`config.mk`:
```
export PLATFORM = sky130hd
export DESIGN_NAME = wdt_lockdog
export DESIGN_NICKNAME = d
export VERILOG_FILES = /design/src/rtl/wdg_pkg.sv /design/src/rtl/wdg_cfg_reg.sv /design/src/rtl/wdg_timer.sv /design/src/rtl/wdg_escalator.sv /design/src/rtl/wdt_lockdog.sv
export SDC_FILE = /design/constraint.sdc
export NUM_CORES = 1
export LEC_CHECK = 0
export ABC_AREA = 1
export BUFFER_PORTS_ARGS = -buffer_cell sky130_fd_sc_hd__buf_2
export CAP_MARGIN = 20
export CORE_AREA = 2 2 64 66
export CTS_CLUSTER_DIAMETER = 60
export CTS_CLUSTER_SIZE = 8
export DETAILED_ROUTE_END_ITERATION = 10
export DIE_AREA = 0 0 66 68
export PLACE_DENSITY_LB_ADDON = 0.12
export RECOVER_POWER = 25
export SYNTH_ARGS = -nofsm -noshare
export SYNTH_HDL_FRONTEND = slang
export SYNTH_SLANG_ARGS = --single-unit
export TNS_END_PERCENT = 30
```
`constraint.sdc`:
```
create_clock -name clk -period 1.95 [get_ports clk]
set_input_delay 0.195 -clock clk [delete_from_list [all_inputs] [get_ports clk]]
set_output_delay 0.195 -clock clk [all_outputs]
set_load 0.005 [all_outputs]
```
`src/rtl/wdg_pkg.sv`:
```
package wdg_pkg;
    localparam int WDG_DATA_W  = 8;
    localparam int WDG_PS_W    = 3;
    localparam int WDG_SEL_W   = 2;
    localparam int WDG_CNT_W   = 1 << WDG_PS_W;
    localparam int WDG_ESC_W   = 4;

    typedef enum logic [1:0] {
        ST_OFF  = 2'd0,
        ST_RUN  = 2'd1,
        ST_FIRE = 2'd2
    } wdg_state_e;

    typedef struct packed {
        logic [WDG_SEL_W-1:0] esc_sel;
        logic [WDG_PS_W-1:0]  ps;
        logic                 lock;
        logic                 en;
    } wdg_cfg_t;
endpackage

```
`src/rtl/wdg_cfg_reg.sv`:
```
module wdg_cfg_reg
    import wdg_pkg::*;
(
    input  logic                  clk,
    input  logic                  por_n,
    input  logic                  wr_en,
    input  logic [WDG_DATA_W-1:0] wr_data,
    output wdg_cfg_t              cfg,
    output logic                  svc,
    output logic [WDG_DATA_W-1:0] rd_data
);
    wdg_cfg_t cfg_q;
    logic     last_clr_q;

    always_comb begin
        svc     = wr_en && (wr_data[WDG_DATA_W-1] != last_clr_q);
        cfg     = cfg_q;
        rd_data = {~last_clr_q, cfg_q};
    end

    always_ff @(posedge clk or negedge por_n) begin
        if (!por_n) begin
            cfg_q      <= '0;
            last_clr_q <= 1'b0;
        end else begin
            if (svc)
                last_clr_q <= wr_data[WDG_DATA_W-1];
            if (wr_en && !cfg_q.lock)
                cfg_q <= wdg_cfg_t'(wr_data[WDG_DATA_W-2:0]);
        end
    end

    a_r10_lock_sticky: assert property (@(posedge clk) disable iff (!por_n)
        cfg_q.lock |=> cfg_q.lock);
    a_r10_fields_frozen: assert property (@(posedge clk) disable iff (!por_n)
        cfg_q.lock |=> $stable(cfg_q));
    a_r4_service_toggles: assert property (@(posedge clk) disable iff (!por_n)
        svc |=> (last_clr_q != $past(last_clr_q)));
    a_r5_repeat_keeps: assert property (@(posedge clk) disable iff (!por_n)
        !svc |=> $stable(last_clr_q));
endmodule

```
`src/rtl/wdg_timer.sv`:
```
module wdg_timer
    import wdg_pkg::*;
#(
    parameter int PS_W  = WDG_PS_W,
    parameter int CNT_W = 1 << PS_W
) (
    input  logic            clk,
    input  logic            por_n,
    input  logic            en,
    input  logic [PS_W-1:0] ps,
    input  logic            tick,
    input  logic            svc,
    output logic            expire,
    output logic            mcu_rst
);
    localparam logic [CNT_W-1:0] ONE = CNT_W'(1);

    wdg_state_e       state_q, state_d;
    logic [CNT_W-1:0] cnt_q, cnt_d;
    logic [CNT_W-1:0] last_tick;

    always_comb last_tick = (ONE << ps) - ONE;

    always_comb begin
        state_d = state_q;
        cnt_d   = cnt_q;
        expire  = 1'b0;
        unique case (state_q)
            ST_OFF: begin
                cnt_d = '0;
                if (en) state_d = ST_RUN;
            end
            ST_RUN: begin
                if (!en) begin
                    state_d = ST_OFF;
                    cnt_d   = '0;
                end else if (svc) begin
                    cnt_d = '0;
                end else if (tick) begin
                    if (cnt_q == last_tick) begin
                        expire  = 1'b1;
                        state_d = ST_FIRE;
                        cnt_d   = '0;
                    end else begin
                        cnt_d = cnt_q + ONE;
                    end
                end
            end
            ST_FIRE: begin
                cnt_d   = '0;
                state_d = en ? ST_RUN : ST_OFF;
            end
            default: begin
                state_d = ST_OFF;
                cnt_d   = '0;
            end
        endcase
    end

    always_ff @(posedge clk or negedge por_n) begin
        if (!por_n) begin
            state_q <= ST_OFF;
            cnt_q   <= '0;
        end else begin
            state_q <= state_d;
            cnt_q   <= cnt_d;
        end
    end

    always_comb mcu_rst = (state_q == ST_FIRE);

    a_r3_single_pulse: assert property (@(posedge clk) disable iff (!por_n)
        mcu_rst |=> !mcu_rst);
    a_r3_count_bound: assert property (@(posedge clk) disable iff (!por_n)
        cnt_q <= last_tick);
    a_r7_off_quiet: assert property (@(posedge clk) disable iff (!por_n)
        (!en && !mcu_rst) |=> !mcu_rst);
    a_r12_service_wins: assert property (@(posedge clk) disable iff (!por_n)
        svc |=> !mcu_rst);
endmodule

```
`src/rtl/wdg_escalator.sv`:
```
module wdg_escalator
    import wdg_pkg::*;
#(
    parameter int SEL_W = WDG_SEL_W,
    parameter int ESC_W = WDG_ESC_W
) (
    input  logic             clk,
    input  logic             por_n,
    input  logic [SEL_W-1:0] sel,
    input  logic             svc,
    input  logic             expire,
    output logic             hit
);
    localparam logic [ESC_W-1:0] ONE   = ESC_W'(1);
    localparam logic [ESC_W-1:0] SAT   = {ESC_W{1'b1}};
    localparam logic [ESC_W-1:0] THR_1 = ESC_W'(1);
    localparam logic [ESC_W-1:0] THR_4 = ESC_W'(4);
    localparam logic [ESC_W-1:0] THR_8 = ESC_W'(8);

    logic [ESC_W-1:0] esc_q, thr;
    logic             hit_q;

    always_comb begin
        unique case (sel)
            2'b01:   thr = THR_1;
            2'b10:   thr = THR_4;
            2'b11:   thr = THR_8;
            default: thr = '0;
        endcase
    end

    always_ff @(posedge clk or negedge por_n) begin
        if (!por_n) begin
            esc_q <= '0;
            hit_q <= 1'b0;
        end else begin
            hit_q <= 1'b0;
            if (svc) begin
                esc_q <= '0;
            end else if (expire) begin
                if ((thr != '0) && (esc_q + ONE >= thr)) begin
                    esc_q <= '0;
                    hit_q <= 1'b1;
                end else if (esc_q != SAT) begin
                    esc_q <= esc_q + ONE;
                end
            end
        end
    end

    always_comb hit = hit_q;

    a_r8_service_clears: assert property (@(posedge clk) disable iff (!por_n)
        svc |=> (esc_q == '0));
    a_r9_hit_clears: assert property (@(posedge clk) disable iff (!por_n)
        hit_q |-> (esc_q == '0));
    a_r14_hit_from_expiry: assert property (@(posedge clk) disable iff (!por_n)
        hit_q |-> $past(expire));
endmodule

```
`src/rtl/wdt_lockdog.sv`:
```
module wdt_lockdog
    import wdg_pkg::*;
(
    input  logic       clk,
    input  logic       por_n,
    input  logic       wr_en,
    input  logic [7:0] wr_data,
    input  logic       tick,
    output logic [7:0] rd_data,
    output logic       mcu_rst,
    output logic       sys_rst
);
    wdg_cfg_t cfg;
    logic     svc, expire, esc_hit, mcu_pulse;

    wdg_cfg_reg u_cfg (
        .clk     (clk),
        .por_n   (por_n),
        .wr_en   (wr_en),
        .wr_data (wr_data),
        .cfg     (cfg),
        .svc     (svc),
        .rd_data (rd_data)
    );

    wdg_timer #(.PS_W(WDG_PS_W)) u_timer (
        .clk     (clk),
        .por_n   (por_n),
        .en      (cfg.en),
        .ps      (cfg.ps),
        .tick    (tick),
        .svc     (svc),
        .expire  (expire),
        .mcu_rst (mcu_pulse)
    );

    wdg_escalator #(.SEL_W(WDG_SEL_W), .ESC_W(WDG_ESC_W)) u_esc (
        .clk    (clk),
        .por_n  (por_n),
        .sel    (cfg.esc_sel),
        .svc    (svc),
        .expire (expire),
        .hit    (esc_hit)
    );

    always_comb begin
        mcu_rst = mcu_pulse;
        sys_rst = mcu_pulse && esc_hit;
    end

    a_r14_sys_with_mcu: assert property (@(posedge clk) disable iff (!por_n)
        sys_rst |-> mcu_rst);
    a_r14_hit_aligned: assert property (@(posedge clk) disable iff (!por_n)
        esc_hit |-> mcu_pulse);
endmodule

```
Yosys cells after proc, flatten, opt, wreduce, memory -nomap -nowiden
Cells that the tools add are included.
{"block": "op_classes", "addsub": 3, "n_mul": 0, "n_div": 0, "order_cmp": 1, "n_eq_ne": 13, "shifts": 1, "n_mux": 25, "n_bitwise": 1, "reduce_logical": 11}
{"op": "8-bit 2-to-1 mux", "count": 5}
{"op": "4-bit 2-to-1 mux", "count": 4}
{"op": "4-bit case mux with 3 select lines", "count": 1}
{"op": "2-bit 2-to-1 mux", "count": 5}
{"op": "1-bit 2-to-1 mux", "count": 9}
{"op": "8-bit by 1-bit adder with 8-bit output (second input constant)", "count": 1}
{"op": "8-bit equality test", "count": 1}
{"op": "4-bit != test (second input constant)", "count": 2}
{"op": "1-bit by 3-bit << shifter with 8-bit output (first input constant)", "count": 1}
{"op": "8-bit by 1-bit subtractor with 8-bit output (second input constant)", "count": 1}
{"op": "2-bit equality test (second input constant)", "count": 3}
{"op": "3-bit != test (second input constant)", "count": 2}
{"op": "2-bit case mux with 3 select lines", "count": 1}
{"op": "4-bit by 1-bit adder with 4-bit output (second input constant)", "count": 1}
{"op": "2-bit by 1-bit equality test with 1-bit output (second input constant)", "count": 2}
{"op": "4-bit greater-or-equal comparator", "count": 1}
{"op": "1-bit logical AND", "count": 4}
{"op": "4-bit AND reduction", "count": 1}
{"op": "4-bit nonzero test", "count": 1}
{"op": "3-bit by 2-bit != test with 1-bit output (second input constant)", "count": 1}
{"op": "3-bit nonzero test", "count": 1}
{"op": "2-bit zero test", "count": 1}
{"op": "2-bit != test (second input constant)", "count": 1}
{"op": "2-bit AND reduction", "count": 1}
{"op": "4 further kinds", "count": 4}
{"block": "totals", "register_bits": 23, "latch_bits": 0, "ramBits": 0, "mem_bits_ro": 0, "word_cells": 64, "memories": 0}

Logic depth before layout (Yosys ltp)
Gate-level depths: netlist of run 1.
{"block": "depth", "ltp_word": 10, "mapped_depth": 15, "mapped_depth_nobuf": 14}

Cells and area by module
From an unflattened synthesis of run 1, not the netlist that was laid out.
{"block": "unflattened", "hier_cells": 199, "area_unflattened_um2": 1488.9}
{"mod": "wdg_timer", "instances": 1, "cells_per_inst": 101, "area_per_inst_um2": 713.2}
{"mod": "wdg_escalator", "instances": 1, "cells_per_inst": 51, "area_per_inst_um2": 390.4}
{"mod": "wdg_cfg_reg", "instances": 1, "cells_per_inst": 45, "area_per_inst_um2": 377.9}
{"mod": "wdt_lockdog", "instances": 1, "cells_per_inst": 2, "area_per_inst_um2": 7.5}

Worst setup path after synthesis of run 1
No wires, ideal clock.
{"block": "synth_timing", "path_type": "reg-to-reg", "start": "register u_cfg.cfg_q (netlist bit u_cfg.cfg[4])", "end": "register u_timer.state_q[0]", "setup_ps": 123, "t_arrival_ps": 1766, "t_required_ps": 1827, "slack_ps": 60, "path_stages_with_launch": 15, "path_buffers": 1, "path_cell_list": "dfrtp_1 buf_6 nor2_2 nand2_2 ha_1 inv_1 nand2_1 nand2_1 nand2_1 nand2_1 nand2_1 nor2_4 nand3b_1 o21ai_1 o21ai_1"}
{"block": "synth_between", "elab_chain_cells": 5}
{"element": "start: declaration", "line_no": "wdg_cfg_reg.sv:12", "text": "wdg_cfg_t cfg_q;"}
{"element": "start signal: assignment", "line_no": "wdg_cfg_reg.sv:29", "text": "cfg_q <= wdg_cfg_t'(wr_data[WDG_DATA_W-2:0]);"}
{"element": "1-bit by 3-bit << shifter with 8-bit output", "line_no": "wdg_timer.sv:22", "text": "always_comb last_tick = (ONE << ps) - ONE;"}
{"element": "8-bit by 1-bit subtractor with 8-bit output", "line_no": "wdg_timer.sv:22"}
{"element": "8-bit equality test", "line_no": "wdg_timer.sv:40", "text": "if (cnt_q == last_tick) begin"}
{"element": "3-bit by 2-bit != test with 1-bit output (no line)"}
{"element": "4-bit AND reduction (no line)"}
{"element": "end signal: assignment", "line_no": "wdg_timer.sv:65", "text": "state_q <= state_d;"}
{"element": "end: declaration", "line_no": "wdg_timer.sv:18", "text": "wdg_state_e state_q, state_d;"}
No other way between the ends.
A chain may end at the register's enable or synchronous reset.

Worst setup path after layout of run 1
{"block": "layout_timing", "start": "register u_cfg.cfg_q (netlist bit u_cfg.cfg[3])", "end": "register u_esc.esc_q[0]"}
{"block": "layout_between", "elab_chain_cells": 10}
{"element": "1-bit by 3-bit << shifter with 8-bit output", "line_no": "wdg_timer.sv:22"}
{"element": "8-bit by 1-bit subtractor with 8-bit output", "line_no": "wdg_timer.sv:22"}
{"element": "8-bit equality test", "line_no": "wdg_timer.sv:40"}
{"element": "1-bit 2-to-1 mux", "line_no": "wdg_timer.sv:40"}
{"element": "1-bit 2-to-1 mux", "line_no": "wdg_timer.sv:39", "text": "end else if (tick) begin"}
{"element": "1-bit 2-to-1 mux", "line_no": "wdg_timer.sv:37", "text": "end else if (svc) begin"}
{"element": "1-bit 2-to-1 mux", "line_no": "wdg_timer.sv:34", "text": "if (!en) begin"}
{"element": "1-bit 2-to-1 mux", "line_no": "wdg_timer.sv:28", "text": "unique case (state_q)"}
{"element": "2-bit nonzero test (no line)"}
{"element": "2-bit AND reduction (no line)"}
{"element": "end signal: assignment", "line_no": "wdg_escalator.sv:45", "text": "esc_q <= esc_q + ONE;"}
{"element": "end: declaration", "line_no": "wdg_escalator.sv:20", "text": "logic [ESC_W-1:0] esc_q, thr;"}
No other way between the ends.

==> impl_metrics.py, run 1 <==
metrics = {
    "status": {
        "outcome": "completed",
    },
    "global_routing": {
        "grt-ovfl-total": 0,
        "grt.busiest_layer": "met2",
        "grt_first_pass_wirelength_um": 5761,
        "grt_max_degree": 24,
        "grt_usage_pct": 16.73,
        "use_met1_pct": 22.96,
        "grt_util_met3_pct": 2.632,
        "grt_pass1_vias": 1302,
        "antenna_found_initial": 0,
        "use_met2_pct": 27.27,
    },
    "yosys": {
        "syn_avg_cell_area_um2": 7.577,
        "synth_area_um2": 1485,
        "yosys.area.top_type": "dfrtp_1",
        "ys.warnings.count": 0,
        "synth-compound-area-share_pct": 5.729,
        "yosys-top-cells-area": "dfrtp_1, nand2_1, nand3_1",
        "synth_ff_type": "dfrtp_1",
        "synth_xor_area_share_pct": 5.897,
        "synth_top_family_by_area": "simple AND/OR/NAND/NOR gates",
        "synth_mux_area_share_pct": 1.516,
        "synthArstFlopShare_pct": 100.0,
        "synthAdderAreaFrac_pct": 5.055,
        "yosys-top-cells-count": "nand2_1, inv_1, dfrtp_1, nand3_1, nor2_1",
        "synth_cell_types": 26,
        "synthSimpleGateAreaFrac_pct": 34.96,
        "synth_edf_count": 0,
        "syn-instance-count": 196,
        "ys_seq_elements": 23,
        "syn_nets": 214,
        "yosys.area.top_type_share_pct": 38.75,
        "synth-seq-area-share_pct": 38.75,
        "synth.most_common_cell": "nand2_1",
    },
    "drt": {
        "num_vias": 1327,
        "post_drt_wl_per_cell_um": 11.55,
        "ant_nets": 0,
        "routed_wl_um": 3223,
        "drc": 0,
        "drt_first_pass_iters": 4,
        "drt-initial-drc-count": 58,
        "avgViaCountPerCell": 4.756,
    },
    "placement": {
        "dp_hpwl_um": 2465,
        "port_buffers": 21,
        "gp_congestion": 0.8337,
        "pre_cts_ws_ns": -0.01684,
    },
    "worst_setup_path": {
        "crit_chain": "nor2_4, nand2_4, ha_4, nand2_2, nand3_2, nor2_2, nand2_2, nor2_4, buf_6, nand4_4, nand2_4, nand2_1, nand2_1",
        "slowest_stage": "dfrtp_1",
        "cp_data_arrival_time_ns": 2.09,
        "end_kind": "flop",
        "critPathMaxFanout": 5,
        "startpoint_type": "flop",
        "crit_path_max_incr_delay_ns": 0.41,
        "crit_required_ns": 2.16,
        "ff2ff_path_depth": 13,
        "crit_type": "reg2reg",
    },
    "timing": {
        "fin_skew_ns": 0.004075,
        "setup-violations-final": 0,
        "tightest_slew_ns": 1.278,
        "slew_headroom_pct": 14.81,
        "setup-tns-final_ns": 0,
        "hold_viol": 0,
        "finalCritPeriodShare_pct": 96.31,
        "grt_setup_unrepaired": "yes",
        "slew_violations": 0,
        "min_period_ns": 1.878,
        "worst_slack_ns": 0.07195,
        "max_freq_ghz": 0.5325,
    },
    "floorplan": {
        "fp.coreArea_um2": 3856,
        "fp.dieH_um": 68,
        "initial_core_util_pct": 38.51,
        "rows": 23,
        "dieArea_um2": 4488,
        "pin_count": 22,
        "die_w_um": 66,
    },
    "cts": {
        "cts_root_buf": "clkbuf_8",
        "cts_max_level": 1,
        "cts_buffers": 3,
        "clk_latency_ns": 0.27,
        "cts_buffer_depth": 2,
        "cts_tree": "done",
        "clock_sinks": 23,
        "clk_pin_slew_ns": 0.09,
    },
    "power_and_ir_drop": {
        "finalPower_uw": 961.7,
        "p_per_area_nw_per_um2": 525.7,
        "power_leakage_nw": 0.9327,
        "peakVddDrop_mv": 0.1939,
    },
    "hold_path": {
        "hold_depth": 3,
        "hold_class": "in2reg",
    },
    "final_layout": {
        "post-route-util_pct": 47.44,
        "syn_to_final_growth_pct": 23.17,
        "num_antenna_cells": 0,
        "drive_above_1_share_pct": 27.51,
        "fin_nets": 248,
    },
    "job": {
        "maxCapViolCount": 0,
    },
}
critical path, delay by kind of cell (launching register included):
family	cells	cell delay [ns]
adders and majority gates	1	0.25
buffers and inverters	1	0.11
DFF	1	0.41
and+or+nand+nor	11	1.03
cell families after synthesis:
group	count (synthesis)
and+or+nand+nor	110
muxes	2
xor gates and xnor gates	10
DFF	23
adders and majority gates	6
AOI/OAI and AO/OA	16
buffers and inverters	29
layer usage:
metal  up-vias  share of wire, %
met2        18                48
met1       616                48
met3         2               2.8
met5         -                 0
met4         0              0.62
li1        691                 -
layout make-up:
type | count | area [um^2]
fillers | 400 | 2027
repair buffers | 31 | 185.2
clock buffers | 4 | 45.04
multi-input cells | 144 | 859.6
flip-flops and latches | 23 | 575.6
well taps | 50 | 62.56
inverters | 27 | 101.3
stage by stage:
step,cells,cell area [um^2],hold WS (ns)
floorplan,196,1485,-0.1006
global placement,272,1687,0.2206
detailed placement,272,1687,0.2170
CTS,278,1749,0.1125
global route,279,1829,0.1256
finish,279,1829,0.1168
power breakdown:
group	leakage [nW]	total [mW]	internal (mW)	switching, mW
Combinational	0.625	0.133	0.0519	0.0808
Sequential	0.285	0.522	0.495	0.0267
Clock	0.0228	0.307	0.146	0.161
state kept, by name, summed over array words and instances, names as in the netlist:
register,flops
u_timer.state_q,2
u_esc.esc_q,4
u_cfg.cfg,7
u_timer.cnt_q,8
u_esc.hit,1
u_cfg.last_clr_q,1
what timing repair did:
item	4_1_cts	5_1_grt
hold buffers	1	0
endpoints found under the hold margin	23	0
pin swaps	0	6
setup buffers	1	1
gates resized for setup	0	21
endpoints found under the setup margin	4	13
path summary, 6_finish.rpt:
check / from / to / slack (ns)
max: u_cfg.cfg[3] / u_esc.esc_q[0] / 0.07
min: wr_data[1] / u_cfg.cfg[1] / 0.12
max reg2reg: u_cfg.cfg[3] / u_esc.esc_q[0] / 0.07
min reg2reg: u_cfg.cfg[1] / u_cfg.cfg[1] / 0.49
max in group asynchronous: por_n / u_esc.esc_q[0] / 0.48
min in group asynchronous: por_n / u_timer.cnt_q[6] / 0.72
cell usage in the layout (no fill, tap or decap), types with 4 or more instances in the layout:
cell,instances
o21ai_0,4
a21oi_1,5
nand2_1,46
nor2_1,14
nand3_1,21
dfrtp_1,23
buf_2,20
o22ai_1,4
inv_1,24
ha_1,4
buf_4,8
xor2_1,7
nand2_2,10
(Power assumes the default switching activity.)
==> run 2: changes to the inputs <==
--- a/config.mk
+++ b/config.mk
@@ -13,8 +13,9 @@
 export CTS_CLUSTER_SIZE = 8
 export DETAILED_ROUTE_END_ITERATION = 10
 export DIE_AREA = 0 0 66 68
+export GPL_TIMING_DRIVEN = 0
 export PLACE_DENSITY_LB_ADDON = 0.12
-export RECOVER_POWER = 25
+export RECOVER_POWER = 50
 export SYNTH_ARGS = -nofsm -noshare
 export SYNTH_HDL_FRONTEND = slang
 export SYNTH_SLANG_ARGS = --single-unit
==> run 2 against run 1 <==
Net effect:
- design area rose by 0.21%
- via count is essentially flat
- sequential power about the same
- register-to-register slack worse by 0.03 ns
- global-route usage rose by 0.58 points
- clock skew increased by 0.0035 ns
- combinational power is essentially flat
- critical path depth fell by 3
- critical endpoint is now u_timer.state_q[0]
- highest routed layer unchanged
==> impl_metrics.py, run 2 (synthesis results as in run 1) <==
metrics = {
    "status": {
        "outcome": "completed",
    },
    "drt": {
        "ant_nets": 0,
        "drt_first_pass_iters": 4,
        "drc": 0,
        "drt-initial-drc-count": 39,
        "num_vias": 1326,
        "routed_wl_um": 3360,
        "post_drt_wl_per_cell_um": 12.04,
        "avgViaCountPerCell": 4.753,
    },
    "final_layout": {
        "register_area_um2": 578.1,
        "nFillCells": 420,
        "num_antenna_cells": 0,
        "multi_input_area_um2": 864.6,
        "drive_above_1_share_pct": 29.69,
        "syn_to_final_growth_pct": 23.42,
        "fin_nets": 248,
        "largest_register_ffs": 8,
        "final_common_cell": "nand2_1",
        "layout_common_cells": "nand2_1, inv_1, dfrtp_1, nand3_1, buf_2",
        "regMostFlops": "u_timer.cnt_q",
        "fin_area_um2": 1833,
    },
    "power_and_ir_drop": {
        "power.share.clock_pct": 32.2,
        "swShare_pct": 28.52,
        "combPwrFrac_pct": 13.9,
        "p_switching_uw": 275.8,
        "p_per_area_nw_per_um2": 527.5,
        "internal-power_uw": 691.1,
        "p_seq_share_pct": 53.9,
        "power_leakage_nw": 0.9092,
        "peakVddDrop_mv": 0.2449,
    },
    "timing": {
        "slew_violations": 0,
        "slew_headroom_pct": 13.21,
        "setup-violations-final": 0,
        "hold_viol": 0,
        "max_freq_ghz": 0.5253,
        "whs_ns": 0.1082,
        "tightest_slew_ns": 1.302,
        "finalCritPeriodShare_pct": 97.63,
        "setup-tns-final_ns": 0,
        "fin_skew_ns": 0.007564,
        "min_period_ns": 1.904,
        "grt_setup_unrepaired": "yes",
    },
    "hold_path": {
        "hold_class": "in2reg",
        "hold_path_end": "u_cfg.cfg[1]",
        "hold_depth": 3,
        "hp-start": "wr_data[1]",
    },
    "global_routing": {
        "grt_pass1_vias": 1295,
        "grt_usage_pct": 17.31,
        "grt_first_pass_wirelength_um": 5899,
        "grt-ovfl-total": 0,
        "antenna_found_initial": 0,
        "grt_max_degree": 24,
    },
    "floorplan": {
        "initial_core_util_pct": 38.51,
        "pin_count": 22,
        "fp.coreArea_um2": 3856,
        "dieArea_um2": 4488,
        "die_w_um": 66,
        "fp.dieH_um": 68,
        "rows": 23,
    },
    "worst_setup_path": {
        "ff2ff_path_depth": 10,
        "r2r_slack_ns": 0.05,
        "cp_data_arrival_time_ns": 2.06,
        "end_kind": "flop",
        "reg2reg_from": "u_cfg.cfg[4]",
        "crit_required_ns": 2.11,
        "startpoint_type": "flop",
        "crit_type": "reg2reg",
        "r2r_end": "u_timer.state_q[0]",
        "critPathMaxFanout": 4,
    },
    "placement": {
        "gp_congestion": 0.7871,
        "port_buffers": 21,
        "postPlaceCellArea_um2": 1653,
        "dp_hpwl_um": 2364,
    },
    "cts": {
        "cts_max_level": 1,
        "cts_root_buf": "clkbuf_8",
        "cts_buffers": 3,
        "clock_sinks": 23,
        "clk_pin_slew_ns": 0.09,
        "cts_buffer_depth": 2,
        "clk_latency_ns": 0.27,
        "cts_tree": "done",
    },
    "job": {
        "maxCapViolCount": 0,
    },
}
==> run 2: routing by layer <==
layer / up-vias / track usage, % / wire length [um]
met2: 14 / 28.16 / 1555
met4: 0 / 6.122 / 40
met3: 4 / 1.974 / 64
met5: - / 0 / 0
li1: 688 / - / -
met1: 620 / 24.00 / 1699
==> run 2: how the worst max path moves through the flow <==
stage                 startpoint                  to  slack [ns]  depth (start not counted)
floorplan           u_cfg.cfg[4]  u_timer.state_q[0]        0.06                         14
finish              u_cfg.cfg[4]  u_timer.state_q[0]        0.05                         10
CTS                 u_cfg.cfg[4]  u_timer.state_q[0]       -0.03                         12
global placement    u_cfg.cfg[4]  u_timer.state_q[0]       -0.17                         14
detailed placement  u_cfg.cfg[4]  u_timer.state_q[0]       -0.17                         14
global route        u_cfg.cfg[4]      u_esc.esc_q[3]       -0.08                         12
==> run 2: final cells by class <==
class / instances / share of cell area [%]
Buffer: 1 / 0.4096
Clock buffer: 4 / 2.457
Inverter: 27 / 5.529
Multi-Input combinational cell: 144 / 47.17
Sequential cell: 23 / 31.54
Tap cell: 50 / 3.413
Timing Repair Buffer: 30 / 9.488
==> run 2: power groups by stage <==
stage	combinational, mW	clock (mW)	sequential [mW]
2_1_floorplan	0.0836	0	0.522
3_3_place_gp	0.125	0	0.529
3_5_place_dp	0.126	0	0.528
4_1_cts	0.130	0.324	0.519
5_1_grt	0.157	0.338	0.525
6_report	0.135	0.311	0.521
==> run 2: metrics by stage <==
step | std cells | util [%] | power, mW | setup slack, ns
2_1_floorplan | 196 | - | 0.6055 | 0.06033
3_3_place_gp | 267 | 42.86 | 0.6537 | -0.1699
3_5_place_dp | 267 | 42.86 | 0.6543 | -0.1686
4_1_cts | 280 | 46.59 | 0.9734 | -0.03475
5_1_grt | 279 | 47.53 | 1.019 | -0.08473
6_report | 279 | 47.53 | 0.9668 | 0.04623
==> run 2: worst max-delay path: stages (launching register included) <==
cell	delay, ns
dfrtp_1	0.43
nor2_4	0.15
nand2_2	0.09
ha_4	0.27
o21ai_0	0.10
nor2_2	0.13
nand2_2	0.07
nor2_4	0.13
nand3b_1	0.17
o21ai_1	0.16
o21ai_1	0.07
==> run 2: repair_timing <==
item,4_1_cts,5_1_grt
setup endpoints to repair,12,12
cloned,0,0
setup buffers,8,0
gates resized for setup,9,15
endpoints found under the hold margin,23,0
pin swaps,10,16
hold buffers,1,0
